File: src/rtl/gpio_evt_pkg.sv
package gpio_evt_pkg;
  localparam int NPIN = 32;
  localparam int DBW  = 8;

  localparam logic [7:0] A_CFG      = 8'h10;
  localparam logic [7:0] A_STAT     = 8'h14;
  localparam logic [7:0] A_ST1      = 8'h18;
  localparam logic [7:0] A_EN1      = 8'h1C;
  localparam logic [7:0] A_WK       = 8'h20;
  localparam logic [7:0] A_ST2      = 8'h28;
  localparam logic [7:0] A_EN2      = 8'h2C;
  localparam logic [7:0] A_CTRL     = 8'h30;
  localparam logic [7:0] A_DIR      = 8'h34;
  localparam logic [7:0] A_DIN      = 8'h38;
  localparam logic [7:0] A_DOUT     = 8'h3C;
  localparam logic [7:0] A_LOW      = 8'h40;
  localparam logic [7:0] A_HIGH     = 8'h44;
  localparam logic [7:0] A_RISE     = 8'h48;
  localparam logic [7:0] A_FALL     = 8'h4C;
  localparam logic [7:0] A_DEBEN    = 8'h50;
  localparam logic [7:0] A_DEBWIN   = 8'h54;
  localparam logic [7:0] A_EN1_CLR  = 8'h60;
  localparam logic [7:0] A_EN1_SET  = 8'h64;
  localparam logic [7:0] A_EN2_CLR  = 8'h70;
  localparam logic [7:0] A_EN2_SET  = 8'h74;
  localparam logic [7:0] A_WK_CLR   = 8'h80;
  localparam logic [7:0] A_WK_SET   = 8'h84;
  localparam logic [7:0] A_DOUT_CLR = 8'h90;
  localparam logic [7:0] A_DOUT_SET = 8'h94;

  typedef struct packed {
    logic [NPIN-1:0] dir;
    logic [NPIN-1:0] dout;
    logic [NPIN-1:0] en1;
    logic [NPIN-1:0] en2;
    logic [NPIN-1:0] wk;
    logic [NPIN-1:0] low;
    logic [NPIN-1:0] high;
    logic [NPIN-1:0] rise;
    logic [NPIN-1:0] fall;
    logic [NPIN-1:0] deben;
    logic [DBW-1:0]  debwin;
    logic [4:0]      cfg;
    logic [2:0]      ctrl;
  } bank_regs_t;

  localparam bank_regs_t REGS_RST = '{dir: '1, default: '0};

  function automatic logic [NPIN-1:0] pin_events(
    input logic [NPIN-1:0] lo, hi, ri, fa, cur, prv);
    return (lo & ~cur) | (hi & cur) | (ri & cur & ~prv) | (fa & ~cur & prv);
  endfunction

  function automatic logic [NPIN-1:0] mask_update(
    input logic [NPIN-1:0] cur, setm, clrm);
    return (cur | setm) & ~clrm;
  endfunction
endpackage

File: src/rtl/gpio_evt_tick.sv
module gpio_evt_tick #(
  parameter int DIV = 3875
) (
  input  logic clk,
  input  logic rst_n,
  input  logic clr,
  output logic tick
);
  localparam int CW = (DIV > 1) ? $clog2(DIV) : 1;
  localparam logic [CW-1:0] LAST = CW'(DIV - 1);
  logic [CW-1:0] cnt;

  assign tick = (cnt == LAST);

  always_ff @(posedge clk or negedge rst_n) begin
    if (!rst_n)       cnt <= '0;
    else if (clr)     cnt <= '0;
    else if (tick)    cnt <= '0;
    else              cnt <= cnt + 1'b1;
  end
endmodule

File: src/rtl/gpio_evt_filter.sv
module gpio_evt_filter #(
  parameter int N  = 32,
  parameter int TW = 8
) (
  input  logic          clk,
  input  logic          rst_n,
  input  logic          clr,
  input  logic          hold,
  input  logic          tick,
  input  logic [N-1:0]  pin_i,
  input  logic [N-1:0]  deb_en,
  input  logic [TW-1:0] win,
  output logic [N-1:0]  filt_o
);
  logic [N-1:0] s1, s2;

  always_ff @(posedge clk or negedge rst_n) begin
    if (!rst_n) begin
      s1 <= '0;
      s2 <= '0;
    end else if (clr) begin
      s1 <= '0;
      s2 <= '0;
    end else if (!hold) begin
      s1 <= pin_i;
      s2 <= s1;
    end
  end

  for (genvar g = 0; g < N; g++) begin : g_pin
    logic [TW-1:0] cnt;
    logic          f_q;
    always_ff @(posedge clk or negedge rst_n) begin
      if (!rst_n) begin
        cnt <= '0;
        f_q <= 1'b0;
      end else if (clr) begin
        cnt <= '0;
        f_q <= 1'b0;
      end else if (!hold) begin
        if (!deb_en[g]) begin
          f_q <= s2[g];
          cnt <= '0;
        end else if (s2[g] == f_q) begin
          cnt <= '0;
        end else if (tick) begin
          if (cnt >= win) begin
            f_q <= s2[g];
            cnt <= '0;
          end else begin
            cnt <= cnt + 1'b1;
          end
        end
      end
    end
    assign filt_o[g] = f_q;
  end
endmodule

File: src/rtl/gpio_evt_detect.sv
module gpio_evt_detect
  import gpio_evt_pkg::*;
(
  input  logic            clk,
  input  logic            rst_n,
  input  logic            clr,
  input  logic            hold,
  input  logic [NPIN-1:0] filt,
  input  logic [NPIN-1:0] lo,
  input  logic [NPIN-1:0] hi,
  input  logic [NPIN-1:0] ri,
  input  logic [NPIN-1:0] fa,
  output logic [NPIN-1:0] evt
);
  logic [NPIN-1:0] prev;

  always_ff @(posedge clk or negedge rst_n) begin
    if (!rst_n)       prev <= '0;
    else if (clr)     prev <= '0;
    else if (!hold)   prev <= filt;
  end

  assign evt = hold ? '0 : pin_events(lo, hi, ri, fa, filt, prev);
endmodule

File: src/rtl/gpio_evt_bank.sv
module gpio_evt_bank
  import gpio_evt_pkg::*;
#(
  parameter int TICK_DIV = 3875
) (
  input  logic        clk,
  input  logic        rst_n,
  input  logic [7:0]  bus_addr,
  input  logic        bus_we,
  input  logic [31:0] bus_wdata,
  input  logic        bus_re,
  output logic [31:0] bus_rdata,
  input  logic [31:0] pin_in,
  output logic [31:0] pin_out,
  output logic [31:0] pin_oe_n,
  output logic        irq_a,
  output logic        irq_b,
  output logic        wake
);
  bank_regs_t      r, n;
  logic [NPIN-1:0] st1, st2, st1_n, st2_n;
  logic [NPIN-1:0] filt, evt;
  logic            srst_pend, rst_done, tick;

  // named internal events for the checker
  wire             mod_off  = r.ctrl[0];
  wire             wake_ena = r.cfg[2];
  wire [NPIN-1:0]  dout_q   = r.dout;
  wire             srst_req = bus_we && (bus_addr == A_CFG) && bus_wdata[1];

  gpio_evt_tick #(.DIV(TICK_DIV)) u_tick (
    .clk(clk), .rst_n(rst_n), .clr(srst_pend), .tick(tick));

  gpio_evt_filter #(.N(NPIN), .TW(DBW)) u_filt (
    .clk(clk), .rst_n(rst_n), .clr(srst_pend), .hold(mod_off), .tick(tick),
    .pin_i(pin_in), .deb_en(r.deben), .win(r.debwin), .filt_o(filt));

  gpio_evt_detect u_det (
    .clk(clk), .rst_n(rst_n), .clr(srst_pend), .hold(mod_off), .filt(filt),
    .lo(r.low), .hi(r.high), .ri(r.rise), .fa(r.fall), .evt(evt));

  always_comb begin
    n = r;
    st1_n = st1 | evt;
    st2_n = st2 | evt;
    if (bus_we) begin
      case (bus_addr)
        A_CFG:      n.cfg    = {bus_wdata[4:2], 1'b0, bus_wdata[0]};
        A_CTRL:     n.ctrl   = bus_wdata[2:0];
        A_DIR:      n.dir    = bus_wdata;
        A_DOUT:     n.dout   = bus_wdata;
        A_EN1:      n.en1    = bus_wdata;
        A_EN2:      n.en2    = bus_wdata;
        A_WK:       n.wk     = bus_wdata;
        A_LOW:      n.low    = bus_wdata;
        A_HIGH:     n.high   = bus_wdata;
        A_RISE:     n.rise   = bus_wdata;
        A_FALL:     n.fall   = bus_wdata;
        A_DEBEN:    n.deben  = bus_wdata;
        A_DEBWIN:   n.debwin = bus_wdata[DBW-1:0];
        A_ST1:      st1_n    = st1_n & ~bus_wdata;
        A_ST2:      st2_n    = st2_n & ~bus_wdata;
        A_EN1_CLR:  n.en1    = mask_update(r.en1, '0, bus_wdata);
        A_EN1_SET:  n.en1    = mask_update(r.en1, bus_wdata, '0);
        A_EN2_CLR:  n.en2    = mask_update(r.en2, '0, bus_wdata);
        A_EN2_SET:  n.en2    = mask_update(r.en2, bus_wdata, '0);
        A_WK_CLR:   n.wk     = mask_update(r.wk, '0, bus_wdata);
        A_WK_SET:   n.wk     = mask_update(r.wk, bus_wdata, '0);
        A_DOUT_CLR: n.dout   = mask_update(r.dout, '0, bus_wdata);
        A_DOUT_SET: n.dout   = mask_update(r.dout, bus_wdata, '0);
        default: ;
      endcase
    end
  end

  always_ff @(posedge clk or negedge rst_n) begin
    if (!rst_n) begin
      r         <= REGS_RST;
      st1       <= '0;
      st2       <= '0;
      srst_pend <= 1'b0;
      rst_done  <= 1'b0;
    end else if (srst_pend) begin
      r         <= REGS_RST;
      st1       <= '0;
      st2       <= '0;
      srst_pend <= 1'b0;
      rst_done  <= 1'b0;
    end else begin
      r         <= n;
      st1       <= st1_n;
      st2       <= st2_n;
      srst_pend <= srst_req;
      rst_done  <= 1'b1;
    end
  end

  always_comb begin
    bus_rdata = '0;
    if (bus_re) begin
      case (bus_addr)
        A_CFG:    bus_rdata = {27'd0, r.cfg};
        A_STAT:   bus_rdata = {31'd0, rst_done};
        A_ST1:    bus_rdata = st1;
        A_EN1:    bus_rdata = r.en1;
        A_WK:     bus_rdata = r.wk;
        A_ST2:    bus_rdata = st2;
        A_EN2:    bus_rdata = r.en2;
        A_CTRL:   bus_rdata = {29'd0, r.ctrl};
        A_DIR:    bus_rdata = r.dir;
        A_DIN:    bus_rdata = filt;
        A_DOUT:   bus_rdata = r.dout;
        A_LOW:    bus_rdata = r.low;
        A_HIGH:   bus_rdata = r.high;
        A_RISE:   bus_rdata = r.rise;
        A_FALL:   bus_rdata = r.fall;
        A_DEBEN:  bus_rdata = r.deben;
        A_DEBWIN: bus_rdata = {{(32-DBW){1'b0}}, r.debwin};
        default:  bus_rdata = '0;
      endcase
    end
  end

  assign pin_out  = r.dout;
  assign pin_oe_n = r.dir;
  assign irq_a    = |(st1 & r.en1);
  assign irq_b    = |(st2 & r.en2);
  assign wake     = wake_ena & |(evt & r.wk);
endmodule

File: config.mk
export PLATFORM = sky130hd
export DESIGN_NAME = gpio_evt_bank
export DESIGN_NICKNAME = d
export VERILOG_FILES = /design/src/rtl/gpio_evt_pkg.sv /design/src/rtl/gpio_evt_tick.sv /design/src/rtl/gpio_evt_filter.sv /design/src/rtl/gpio_evt_detect.sv /design/src/rtl/gpio_evt_bank.sv
export SDC_FILE = /design/constraint.sdc
export NUM_CORES = 2
export LEC_CHECK = 0
export BUFFER_PORTS_ARGS = -buffer_cell sky130_fd_sc_hd__buf_2
export CORE_ASPECT_RATIO = 0.5
export CORE_MARGIN = 1
export CORE_UTILIZATION = 70
export CTS_BUF_LIST = sky130_fd_sc_hd__clkbuf_4 sky130_fd_sc_hd__clkbuf_8
export DETAILED_ROUTE_END_ITERATION = 6
export PLACE_DENSITY = 0.95
export SYNTH_ARGS = -nofsm -noshare
export SYNTH_HDL_FRONTEND = slang
export SYNTH_SLANG_ARGS = --single-unit
File: constraint.sdc
create_clock -name clk -period 5.8 [get_ports clk]
set_input_delay 0.29 -clock clk [delete_from_list [all_inputs] [get_ports clk]]
set_output_delay 0.29 -clock clk [all_outputs]
set_load 0.01 [all_outputs]
==> Yosys cells after proc, flatten, opt, wreduce, memory -nomap -nowiden <==
Index checks and enable logic that the tools add are counted.
{ "totals": {"reg_bits": 798, "latchBits": 0, "ramBits": 0, "mem_bits_ro": 0, "in_bits": 76, "n_memories": 0} }
{ "classes": {"addsub": 33, "n_mul": 0, "div": 0, "n_lt_le_gt_ge": 32, "eq_ne": 187, "shifts": 0, "n_mux": 418, "bitwise": 28, "n_reduce_logical": 96} }
{ "ops": {"columns": ["operator", "n"], "rows": [
  ["$mux W8", 193],
  ["$mux W336", 2],
  ["$mux W32", 20],
  ["$pmux W32 S17", 1],
  ["$and A32 B32 Y32", 15],
  ["$pmux W32 S3", 4],
  ["$or A32 B32 Y32", 9],
  ["$add A8 B1 Y8 const B", 32],
  ["$ge A8 B8 Y1", 32],
  ["$mux W1", 194],
  ["$ne A3 B1 Y1 const B", 64],
  ["$ne A4 B1 Y1 const B", 32],
  ["$reduce_and A4 Y1", 32],
  ["$ne A3 B3 Y1 const B", 32],
  ["$not A32 Y32", 3],
  ["$reduce_or A32 Y1", 3],
  ["$reduce_and A2 Y1", 45],
  ["$eq A8 B7 Y1 const B", 10],
  ["$eq A8 B6 Y1 const B", 7],
  ["$eq A1 B1 Y1", 32],
  ["$eq A8 B5 Y1 const B", 4],
  ["$eq A8 B8 Y1 const B", 4],
  ["$mux W12", 2],
  ["$reduce_bool A2 Y1", 10],
  ["8 further kinds", 12]
]} }

==> Logic depth before layout (Yosys ltp) <==
{ "logic_depth": {"ltp_word": 11, "depth_mapped": 11} }

==> Modules after synthesis <==
From an unflattened synthesis, not the netlist that was laid out.
{ "unflattened": {"hier_cells": 5298, "hier_area_um2": 47727.0} }
{ "modules_own_cells": {"columns": ["module", "n_inst", "cells_per_inst", "area_per_inst_um2", "seq_area_each_um2"], "rows": [
  ["gpio_evt_filter", 1, 2590, 23799.1, 8808.4],
  ["gpio_evt_bank", 1, 2414, 21124.0, 10074.7],
  ["gpio_evt_detect", 1, 234, 2190.9, 800.8],
  ["gpio_evt_tick", 1, 60, 613.1, 300.3]
]} }

==> Worst setup path before layout <==
OpenSTA, ideal clock, no wires.
{ "synth_path": {"path_type": "flip-flop to flip-flop", "from": "reg r[8] (netlist name)", "to": "reg u_filt.g_pin[13].cnt[3]", "setup_ps": 83, "arrival_time_ps": 2694, "required_ps": 5717, "setup_slack_ps": 3024, "path_stages_with_launch": 8, "synth_period_minus_slack_ps": 2776, "cell_sequence": "dfrtp_1 ha_1 nand2b_1 a21o_1 a211o_1 a21oi_1 or4b_1 o21ai_0"} }
{ "synth_between": {"elab_chain_cells": 7} }
{ "synth_lines": {"columns": ["element", "line", "source"], "rows": [
  ["start, declared", "gpio_evt_bank.sv:20", "bank_regs_t r, n;"],
  ["start signal, assigned", "gpio_evt_bank.sv:90", "r <= n;"],
  ["$ge A8 B8 Y1", "gpio_evt_filter.sv:47", "if (cnt >= win) begin"],
  ["$mux W8", "gpio_evt_filter.sv:47", null],
  ["$mux W8", "gpio_evt_filter.sv:46", "end else if (tick) begin"],
  ["$mux W8", "gpio_evt_filter.sv:44", "end else if (s2[g] == f_q) begin"],
  ["$mux W8", "gpio_evt_filter.sv:41", "if (!deb_en[g]) begin"],
  ["$mux W8", "gpio_evt_filter.sv:40", "end else if (!hold) begin"],
  ["$mux W8", "gpio_evt_filter.sv:37", "end else if (clr) begin"],
  ["end signal, assigned", "gpio_evt_filter.sv:51", "cnt <= cnt + 1'b1;"],
  ["end, declared", "gpio_evt_filter.sv:31", "logic [TW-1:0] cnt;"]
]} }
No other way between the ends. The select of a mux whose other input is x is not followed.
A chain may end at the register's enable or synchronous reset.

==> Worst setup path in the final report <==
{ "layout_path": {"from": "reg r (netlist bit mod_off)", "to": "out wake"} }
{ "layout_between": {"elab_chain_cells": 4} }
{ "layout_lines": {"columns": ["element", "line", "source"], "rows": [
  ["$mux W32", "gpio_evt_detect.sv:23", "assign evt = hold ? '0 : pin_events(lo, hi, ri, fa, filt, prev);"],
  ["$and A32 B32 Y32", "gpio_evt_bank.sv:128", "assign wake = wake_ena & |(evt & r.wk);"],
  ["$reduce_or A32 Y1", "gpio_evt_bank.sv:128", null],
  ["$and A1 B1 Y1", "gpio_evt_bank.sv:128", null],
  ["end, declared", "gpio_evt_bank.sv:18", "output logic wake"]
]} }
No other way between the ends.

==> key figures <==
Synth
  – Syn Area/Cell: 8.93 um2
  – Syn. warnings: 0
  – Synth unique cells: 93
  – Synthesized flop and latch total: 797
  – Area leader, netlist: dfrtp_1
  – Synth async-reset ratio: 1.00
  – Share of the synthesized area in the top cell type: 0.400
  – EDFF count, synth: 0
  – Seq/Total Area, Yosys: 0.418
  – Mapped cell area: 0.0478 mm2
  – Synth top area cells: dfrtp_1, ha_1, nand2_1, a21oi_1, nor2_1
  – Dominant synthesized flop cell: dfrtp_1
  – Post-synthesis cell count: 5358
  – Syn nets: 5724

Worst hold path
  – Class of the worst hold path: input pin to asynchronous set/reset pin

Clock network
  – Clock root buffer: clkbuf_8
  – Post-CTS Resized: 0
  – CTS Sinks: 797
  – Clk_lat worst skew: 0.83 ns
  – TritonCTS buffer count: 109
  – TritonCTS clock tree: built
  – CTS H-tree lvls: 3
  – Reg clk slew, reported paths: 0.07 ns
  – Worst-case clock buffer depth: 3

Timing
  – Highest Clock Rate: 233 MHz
  – Hold Fails Final Rpt: 0
  – Minimum clock period: 4.30 ns
  – Measured slew at the worst slew-check pin: 1.49 ns
  – Max Slew Vio Count: 0
  – Final setup fails: 0
  – Tcrit/Tclk final: 0.741
  – Max_slew headroom: 0.00237
  – Total negative slack: 0 ns
  – RSZ-0062 raised after global routing: false
  – Clock Skews: 0.0480 ns
  – Final hold slack: 0.0440 ns

Outcome
  – Failing checks: design-rule violations, max-capacitance violations
  – Status: finished with violations

Route
  – Vias per cell: 7.52
  – DRC: 99
  – Top Metal Used: met5
  – DR iter-0 viols: 8529
  – Post-route ant nets: 0
  – DR WL/cell: 29.8 um
  – Met2 wire length: 76000 um
  – Vias: 48000
  – Met3 WL post-DR: 34700 um
  – Total wire length: 190000 um
  – M1 WL: 67700 um
  – Drt pass-1 iters: 7

Layout
  – Commonest non-fill, non-tap cell in the layout: dfrtp_1
  – Most frequent cells in the layout: dfrtp_1, nand2_1, nor2_1
  – Nets@finish: 5760
  – Share of cells above drive strength 1: 0.109
  – Area grow syn2layout: 8.55%

Global route
  – Initial antenna violation count: 9
  – GRT Resource Usage Total: 0.540
  – Total gr overflow: 0
  – First-pass GRT wire length: 281000 um
  – Largest net degree at the start of global routing: 177
  – Vias in the first global route: 46200

Die
  – Die height: 187 um
  – DIE AREA: 0.0694 mm2
  – # IOs: 175
  – Initial core utilization: 0.711
  – Die X: 372 um
  – Num rows: 67
  – Core Box Area: 0.0672 mm2

Power and ir drop
  – Pleak: 21.8 nW
  – Pwr Density: 252 mW/mm2
  – Maximum vdd drop: 200 uV

Run
  – Max_cap viols: 2

Worst setup path
  – CP Launch Point: mod_off$_DFFE_PN0P_
  – Crit path required time: 5.51 ns
  – Worst-path maximum fanout: 36
  – Critical path class: flop to primary output
  – CP arrival: 4.01 ns
  – Startpoint types: flop
  – Reg-to-reg startpoint: r[13]$_DFFE_PN0P_
  – Setup crit end kind: primary output

Placement
  – Post-DP HPWL: 129000 um
  – # port buffers: 174
  – Routability cong.: 1.15
[synth_stat cells, types with 47 or more instances]
cell,count
dfrtp_1,765
and3_1,58
nor3_1,47
buf_2,65
nand4_1,68
inv_1,134
nand2b_1,81
xor2_1,90
clkbuf_1,250
a21oi_1,470
nor2_1,476
a22o_1,88
buf_4,72
mux2i_1,141
nor3b_1,106
nand2_1,690
o21ai_0,332
a31oi_1,88
nand3_1,129
ha_1,290
a22oi_1,120
a211oi_1,115
[layer usage]
metal,vias up,track usage
met1,22900,0.704
li1,19500,-
met2,4518,0.736
met3,1030,0.266
met4,12,0.279
met5,-,0.0179
[registers in the layout (all words and copies together), names as in the netlist, 12 cells and up]
register / count
u_filt.g_pin.f_q: 32
st2: 32
u_det.prev: 32
u_filt.s2: 32
st1: 32
u_filt.s1: 32
r: 270
u_tick.cnt: 12
pin_out: 32
pin_oe_n: 32
u_filt.g_pin.cnt: 256
[area by class of cell]
cell class / count / area (um2)
Fill cell: 4248 / 15300
Multi-Input combinational cell: 4020 / 25500
Sequential cell: 797 / 20000
Inverter: 134 / 503
Clock inverter: 27 / 240
Tap cell: 897 / 1120
Antenna cell: 7 / 17.5
Timing Repair Buffer: 332 / 2330
Clock buffer: 173 / 2160
[per-stage QoR]
step / area [um2] / utilization / setup slack, ns / power, mW / instances
floorplan: 47800 / - / 3.02 / 7.22 / 5358
global placement: 48800 / 0.726 / 1.93 / 7.95 / 6115
detailed placement: 48800 / 0.726 / 1.88 / 8.05 / 6115
CTS: 51900 / 0.772 / 1.85 / 12.8 / 6380
global route: 51900 / 0.772 / 1.65 / 13.3 / 6380
finish: 51900 / 0.772 / 1.50 / 13.1 / 6387
[power breakdown]
| part | switching [mW] | internal [mW] | total (mW) |
|---|---|---|---|
| Sequential | 0.608 | 5.86 | 6.47 |
| Combinational | 1.11 | 0.590 | 1.70 |
| Clock | 2.40 | 2.51 | 4.91 |
| Total | 4.12 | 8.96 | 13.1 |
[worst max-delay path, cell delays in order (launching register included)]
cell,delay [ns]
dfrtp_4,0.73
a311oi_1,1.12
a22oi_1,0.58
nand4_1,0.27
o41a_1,0.29
buf_2,0.18
[kinds of logic (layout without fill, tap and decap cells)]
| family | count (synthesis) | count (layout) | synth area share |
|---|---|---|---|
| AOI/OAI and AO/OA | 1598 | 1598 | 0.215 |
| adders and majority gates | 290 | 290 | 0.0759 |
| and+or+nand+nor | 1848 | 1848 | 0.184 |
| buffers and inverters | 541 | 666 | 0.0506 |
| other | 0 | 7 | 0 |
| DFF | 797 | 797 | 0.418 |
| xor gates and xnor gates | 122 | 122 | 0.0223 |
| muxes | 162 | 162 | 0.0347 |
[repair_timing]
item,4_1_cts,5_1_grt
endpoints found under the setup margin,0,0
hold buffers,65,0
setup buffers,0,0
endpoints found under the hold margin,377,0
[path summary, 6_finish.rpt]
kind,slack (ns),cells past startpoint,to
setup / recovery,1.50,5,wake
hold / removal,0.04,2,u_filt.g_pin[22].cnt[5]$_DFFE_PN0P_
setup reg to reg,1.79,9,u_filt.g_pin[14].cnt[2]$_DFFE_PN0P_
hold reg to reg,0.50,2,pin_oe_n[15]$_DFFE_PN1P_
max in group asynchronous,4.06,3,srst_pend$_DFF_PN0_
min in group clk,0.26,4,u_filt.s1[11]$_DFFE_PN0P_
(Power assumes the default switching activity.)
